**src/rtl/spi_pack_pkg.sv**
```systemverilog
package spi_pack_pkg;
    localparam int BYTE_W = 8;
    localparam int WORD_W = 32;
    localparam int LANES  = WORD_W / BYTE_W;
    localparam int LANE_W = $clog2(LANES) + 1;

    typedef logic [LANE_W-1:0] lane_cnt_t;
    typedef logic [BYTE_W-1:0] byte_t;
    typedef logic [WORD_W-1:0] word_t;

    typedef enum logic { TX_FILL, TX_FULL } tx_state_e;
    typedef enum logic { RX_EMPTY, RX_HOLD } rx_state_e;

    function automatic lane_cnt_t bytes_per_word(input logic [4:0] bits_m1);
        logic [5:0] t;
        t = {1'b0, bits_m1} + 6'd8;
        return lane_cnt_t'(t[5:3]);
    endfunction
endpackage

```
**src/rtl/spw_tx_packer.sv**
```systemverilog
module spw_tx_packer
    import spi_pack_pkg::*;
#(
    parameter int TOT_W = 11
) (
    input  logic             clk,
    input  logic             rst,
    input  logic             start,
    input  lane_cnt_t        wsize,
    input  logic [TOT_W-1:0] total,
    input  logic             byte_valid,
    output logic             byte_ready,
    input  byte_t            byte_in,
    output logic             word_valid,
    input  logic             word_ready,
    output word_t            word_out,
    output logic             finished
);
    tx_state_e        state;
    word_t            acc;
    lane_cnt_t        idx;
    logic [TOT_W-1:0] cnt;

    assign byte_ready = (state == TX_FILL) && (cnt < total);
    assign word_valid = (state == TX_FULL);
    assign word_out   = acc;
    assign finished   = (state == TX_FILL) && (cnt == total);

    always_ff @(posedge clk) begin
        if (rst || start) begin
            state <= TX_FILL;
            acc   <= '0;
            idx   <= '0;
            cnt   <= '0;
        end else begin
            if (state == TX_FULL && word_ready) begin
                state <= TX_FILL;
                acc   <= '0;
            end
            if (byte_ready && byte_valid) begin
                for (int l = 0; l < LANES; l++) begin
                    if (lane_cnt_t'(l) == idx)
                        acc[(LANES-1-l)*BYTE_W +: BYTE_W] <= byte_in;
                end
                cnt <= cnt + TOT_W'(1);
                if (idx + lane_cnt_t'(1) >= wsize) begin
                    idx   <= '0;
                    state <= TX_FULL;
                end else begin
                    idx <= idx + lane_cnt_t'(1);
                end
            end
        end
    end


    tx_hold_chk: assert property (@(posedge clk) disable iff (rst)
        (word_valid && !word_ready && !start) |=> (word_valid && $stable(word_out)));


    tx_zero_fill_chk: assert property (@(posedge clk) disable iff (rst)
        (word_valid && wsize == lane_cnt_t'(1)) |-> (word_out[WORD_W-BYTE_W-1:0] == '0));


    tx_no_overrun_chk: assert property (@(posedge clk) disable iff (rst)
        (cnt == total) |-> !byte_ready);
endmodule

```
**src/rtl/spw_rx_unpacker.sv**
```systemverilog
module spw_rx_unpacker
    import spi_pack_pkg::*;
#(
    parameter int TOT_W = 11
) (
    input  logic             clk,
    input  logic             rst,
    input  logic             start,
    input  lane_cnt_t        wsize,
    input  logic [TOT_W-1:0] total,
    input  logic             discard,
    input  logic             word_valid,
    output logic             word_ready,
    input  word_t            word_in,
    output logic             byte_valid,
    input  logic             byte_ready,
    output byte_t            byte_out,
    output logic             finished
);
    rx_state_e        state;
    word_t            hold;
    lane_cnt_t        idx;
    lane_cnt_t        lane_sel;
    logic [TOT_W-1:0] cnt;

    assign word_ready = (state == RX_EMPTY) && (cnt < total);
    assign byte_valid = (state == RX_HOLD);
    assign finished   = (state == RX_EMPTY) && (cnt == total);
    assign lane_sel   = wsize - lane_cnt_t'(1) - idx;

    always_comb begin
        byte_out = '0;
        for (int l = 0; l < LANES; l++) begin
            if (lane_cnt_t'(l) == lane_sel)
                byte_out = hold[l*BYTE_W +: BYTE_W];
        end
    end

    always_ff @(posedge clk) begin
        if (rst || start) begin
            state <= RX_EMPTY;
            hold  <= '0;
            idx   <= '0;
            cnt   <= '0;
        end else if (state == RX_EMPTY) begin
            if (word_ready && word_valid) begin
                if (discard) begin
                    cnt <= cnt + TOT_W'(wsize);
                end else begin
                    hold  <= word_in;
                    idx   <= '0;
                    state <= RX_HOLD;
                end
            end
        end else if (byte_ready) begin
            cnt <= cnt + TOT_W'(1);
            if (idx + lane_cnt_t'(1) >= wsize) begin
                idx   <= '0;
                state <= RX_EMPTY;
            end else begin
                idx <= idx + lane_cnt_t'(1);
            end
        end
    end


    rx_discard_silent_chk: assert property (@(posedge clk) disable iff (rst)
        (discard && !start) |=> !byte_valid);


    rx_hold_chk: assert property (@(posedge clk) disable iff (rst)
        (byte_valid && !byte_ready && !start) |=> (byte_valid && $stable(byte_out)));


    rx_no_overrun_chk: assert property (@(posedge clk) disable iff (rst)
        (cnt == total) |-> !word_ready);
endmodule

```
**src/rtl/spi_word_packer.sv**
```systemverilog
module spi_word_packer
    import spi_pack_pkg::*;
#(
    parameter int CNT_W = 8
) (
    input  logic             clk,
    input  logic             rst,
    input  logic             start,
    input  logic [4:0]       cfg_bits_m1,
    input  logic [CNT_W-1:0] cfg_words,
    input  logic             cfg_rx_discard,
    input  logic             tx_byte_valid,
    output logic             tx_byte_ready,
    input  logic [7:0]       tx_byte,
    output logic             tx_word_valid,
    input  logic             tx_word_ready,
    output logic [31:0]      tx_word,
    input  logic             rx_word_valid,
    output logic             rx_word_ready,
    input  logic [31:0]      rx_word,
    output logic             rx_byte_valid,
    input  logic             rx_byte_ready,
    output logic [7:0]       rx_byte,
    output logic             done
);
    localparam int TOT_W = CNT_W + LANE_W;

    lane_cnt_t        wsize_q;
    logic [TOT_W-1:0] total_q;
    logic             discard_q;
    logic             tx_fin;
    logic             rx_fin;
    lane_cnt_t        wsize_d;

    assign wsize_d = bytes_per_word(cfg_bits_m1);

    always_ff @(posedge clk) begin
        if (rst) begin
            wsize_q   <= lane_cnt_t'(1);
            total_q   <= '0;
            discard_q <= 1'b0;
        end else if (start) begin
            wsize_q   <= wsize_d;
            total_q   <= TOT_W'(cfg_words) * TOT_W'(wsize_d);
            discard_q <= cfg_rx_discard;
        end
    end

    spw_tx_packer #(.TOT_W(TOT_W)) u_tx (
        .clk        (clk),
        .rst        (rst),
        .start      (start),
        .wsize      (wsize_q),
        .total      (total_q),
        .byte_valid (tx_byte_valid),
        .byte_ready (tx_byte_ready),
        .byte_in    (tx_byte),
        .word_valid (tx_word_valid),
        .word_ready (tx_word_ready),
        .word_out   (tx_word),
        .finished   (tx_fin)
    );

    spw_rx_unpacker #(.TOT_W(TOT_W)) u_rx (
        .clk        (clk),
        .rst        (rst),
        .start      (start),
        .wsize      (wsize_q),
        .total      (total_q),
        .discard    (discard_q),
        .word_valid (rx_word_valid),
        .word_ready (rx_word_ready),
        .word_in    (rx_word),
        .byte_valid (rx_byte_valid),
        .byte_ready (rx_byte_ready),
        .byte_out   (rx_byte),
        .finished   (rx_fin)
    );

    assign done = tx_fin && rx_fin;


    start_clear_chk: assert property (@(posedge clk) disable iff (rst)
        start |=> (!tx_word_valid && !rx_byte_valid));


    done_idle_chk: assert property (@(posedge clk) disable iff (rst)
        done |-> (!tx_byte_ready && !rx_word_ready && !tx_word_valid && !rx_byte_valid));
endmodule

```
**config.mk**
```make
export PLATFORM = sky130hd
export DESIGN_NAME = spi_word_packer
export DESIGN_NICKNAME = d
export VERILOG_FILES = /design/src/rtl/spi_pack_pkg.sv /design/src/rtl/spw_tx_packer.sv /design/src/rtl/spw_rx_unpacker.sv /design/src/rtl/spi_word_packer.sv
export SDC_FILE = /design/constraint.sdc
export NUM_CORES = 1
export LEC_CHECK = 0
export BUFFER_PORTS_ARGS = -buffer_cell sky130_fd_sc_hd__buf_4
export CORE_MARGIN = 2
export CORE_UTILIZATION = 39
export CTS_CLUSTER_SIZE = 16
export DETAILED_ROUTE_END_ITERATION = 8
export MAX_ROUTING_LAYER = met4
export PLACE_DENSITY = 0.64
export SYNTH_ARGS = -nofsm -noshare
export SYNTH_HDL_FRONTEND = slang
export SYNTH_HIERARCHICAL = 1
export SYNTH_SLANG_ARGS = --single-unit
```
**constraint.sdc**
```tcl
create_clock -name clk -period 4.75 [get_ports clk]
set_input_delay 0.475 -clock clk [delete_from_list [all_inputs] [get_ports clk]]
set_output_delay 0.475 -clock clk [all_outputs]
set_load 0.05 [all_outputs]
```
==> metrics.cfg <==
[run_status]
status = complete, no violations

[synthesis]
syn_nets = 795
synthDistinctLibCells = 61
synth_top_area_cell = dfxtp_1
synth_top_cells_by_area = dfxtp_1 36%, mux2i_1 14%, ha_1 10%
seq_area_frac_synth = 0.355
async_flop_share = 0
synth.cell_area_um2 = 6140
synth_edf_count = 0
ys.flop_type = dfxtp_1
yosysWarnings = 6
syn_avg_cell_area_um2 = 9.10
netlist_instances = 675
synth.top_cell.area_share = 0.355
ys_ff_latch = 109

[critical_path]
start_kind = flop
path_max_fanout = 8
arrival_ns = 2.86
critPathCaptureType = output pin
critPathRequiredTime_ns = 4.28
critPathMaxStageDelay_ns = 0.51
critPathSlowestCell = nor2b_1
critPathKind = reg -> out
worstPathCellList = inv_1 > ha_1 > fa_1 > xor2_1 > xnor2_1 > nor2b_1 > a221oi_1 > a21oi_1 > buf_4

[cells_and_area]
antennaDiodeCount = 0
nFillCells = 1459
final_common_cell = dfxtp_1
nets = 881
layout-drive-gt1-share = 0.185
area_growth_pct = 19.2
most-common-layout-cells = 109 x dfxtp_1, 103 x buf_4, 84 x mux2i_1
multi_input_area_um2 = 3600
register_area_um2 = 2180

[timing]
hold_viol = 0
tightestPinTransition_ns = 0.907
period_needed_ns = 3.33
tns_ns = 0
finalWorstSetupSlack_ns = 1.42
rsz0062_at_grt = no
period_share = 0.701
clock.fmax_mhz = 300
drv_slew = 0
skew_ns = 0.00863
max_slew_margin = 0.393
setup_viol = 0

[place]
dp_hpwl_mm = 10.8
pre_cts_ws_ns = 1.33
io_buffers = 102
gp_congestion = 0.865

[global_route]
grt_max_degree = 46
track_usage = 0.179
grt_pass1_wl_mm = 23.4
grt_pass1_vias = 4926
globalRoute.totalOverflow = 0
antenna_found_initial = 0

[clock_tree]
cts_num_sinks = 109
numCtsBuffers = 9
cts.htree.levels = 3
cts_root_buf = clkbuf_16
clk_latency_ns = 0.36
cts_tree = done
clkTransAtPathRegs_ns = 0.07
post-cts-setup-buffer-count = 0
cts-hold-fix-buffers = 0
cts_max_path_buffers = 2
post_cts_resized = 0

[routing]
dr_wl_met3_um = 669
vias_per_cell = 5.20
vias = 5082
antenna_left = 0
wl_met2_mm = 7.01
top_layer = met4
route.detailed.drc = 0
wl_met1_mm = 6.53
wire_per_inst_um = 14.8
drt_wl_total_mm = 14.4
first_pass_iters = 4
drt_iter0_drc = 297

[job]
max_cap_violations = 0

[pwr]
swShare = 0.301
power.switching_uw = 669
p_seq_frac = 0.436
vdd_drop_max_uv = 200
p_int_mw = 1.55
p_leak_nw = 3.18
pwr-share-clk = 0.350
combinationalPowerShare = 0.214
p_per_area_nw_per_um2 = 303

[floorplanning]
initial_core_util = 0.401
core_um2 = 15300
rows = 45
io_pins = 106
dieArea_um2 = 16800
dieWidth_um = 130
floorplan.die.height_um = 130

[worst_hold_path]
hold_path_class = in -> reg

==> cell usage after synthesis (all sizes together), types with 2 or more instances <==
| cell | n |
|---|---|
| fa | 9 |
| mux2i | 84 |
| nor4 | 2 |
| and2 | 13 |
| clkbuf | 15 |
| or2 | 4 |
| o31a | 3 |
| o22ai | 4 |
| or3 | 9 |
| nor2b | 5 |
| o31ai | 3 |
| dfxtp | 109 |
| o211ai | 3 |
| a2111oi | 5 |
| nand4b | 4 |
| or4 | 4 |
| xnor2 | 5 |
| nor3 | 5 |
| a21o | 8 |
| a31oi | 7 |
| xor2 | 3 |
| and3 | 5 |
| and4 | 2 |
| a31o | 3 |
| buf | 14 |
| a22oi | 5 |
| o21a | 3 |
| ha | 50 |
| nand3 | 11 |
| a211oi | 7 |
| a21oi | 36 |
| inv | 48 |
| a221oi | 4 |
| nand2 | 74 |
| nand3b | 2 |
| nand4 | 10 |
| nor2 | 66 |
| nand2b | 14 |
| o21ai | 12 |
==> per-stage QoR <==
| stage | area, um^2 | cells | hold slack [ns] | total power, mW | utilization |
|---|---|---|---|---|---|
| finish | 7330 | 977 | 0.347 | 2.22 | 0.478 |
| global route | 7330 | 977 | 0.338 | 2.33 | 0.478 |
| CTS | 7310 | 976 | 0.332 | 2.25 | 0.477 |
| detailed placement | 7000 | 960 | 0.450 | 1.46 | 0.457 |
| global placement | 7000 | 960 | 0.443 | 1.45 | 0.457 |
| floorplan | 6140 | 675 | 0.446 | 1.34 | - |
==> registers in the layout (all words and copies together) (netlist names) <==
register         count
u_rx/hold           32
u_tx/word_out       32
total_q             11
u_rx/cnt            11
u_tx/cnt            11
u_rx/idx             3
u_tx/idx             3
wsize_q              3
discard_q            1
u_rx/byte_valid      1
u_tx/word_valid      1
==> kinds of logic (layout without fill, tap and decap cells) <==
kind of cell / after synthesis / count (layout) / share of synthesized area
muxes: 84 / 84 / 0.137
AOI/OAI and AO/OA: 107 / 107 / 0.122
and+or+nand+nor: 231 / 231 / 0.184
DFF: 109 / 109 / 0.355
buffers and inverters: 77 / 168 / 0.0595
adders and majority gates: 59 / 59 / 0.131
xor gates and xnor gates: 8 / 8 / 0.0114
==> cell type report <==
cell class,instances,area share
clock inverter,7,0.0116
sequential,109,0.298
timing repair buffer,104,0.108
multi-input combinational,489,0.492
inverter,48,0.0246
tap,211,0.0360
clock buffer,9,0.0307
==> routing by layer <==
layer  global-route usage  up-vias
met5                    -        -
met4               0.0500        0
met3               0.0413       25
met2                0.296      127
met1                0.220     2410
li1                     -     2520
==> power by group through the flow <==
stage	Combinational [mW]	Clock (mW)	Sequential (mW)
2_1_floorplan	0.347	0	0.995
3_3_place_gp	0.459	0	0.989
3_5_place_dp	0.474	0	0.990
4_1_cts	0.476	0.806	0.968
5_1_grt	0.522	0.840	0.972
6_report	0.476	0.776	0.969
==> worst max-delay path: cells and delay by family (launching register included) <==
kind | cells | cell delay [ns]
buf+inv | 2 | 0.28
xor+xnor | 2 | 0.37
compound gates | 2 | 0.37
flops | 1 | 0.41
fa+ha+maj | 2 | 0.57
simple gates | 1 | 0.51
==> final timing paths <==
check | startpoint | end | slack (ns) | depth (start not counted)
setup / recovery | u_rx/idx[0]$_SDFFE_PP0P_ | rx_byte[0] | 1.42 | 9
hold reg to reg | u_tx/word_out[16]$_SDFF_PP0_ | u_tx/word_out[16]$_SDFF_PP0_ | 0.46 | 2
hold / removal | rx_word[24] | u_rx/hold[24]$_SDFFE_PP0P_ | 0.35 | 3
setup reg to reg | total_q[10]$_SDFFE_PP0P_ | u_tx/word_out[8]$_SDFF_PP0_ | 1.92 | 7
Note: power is estimated with default switching activity, not from simulation.
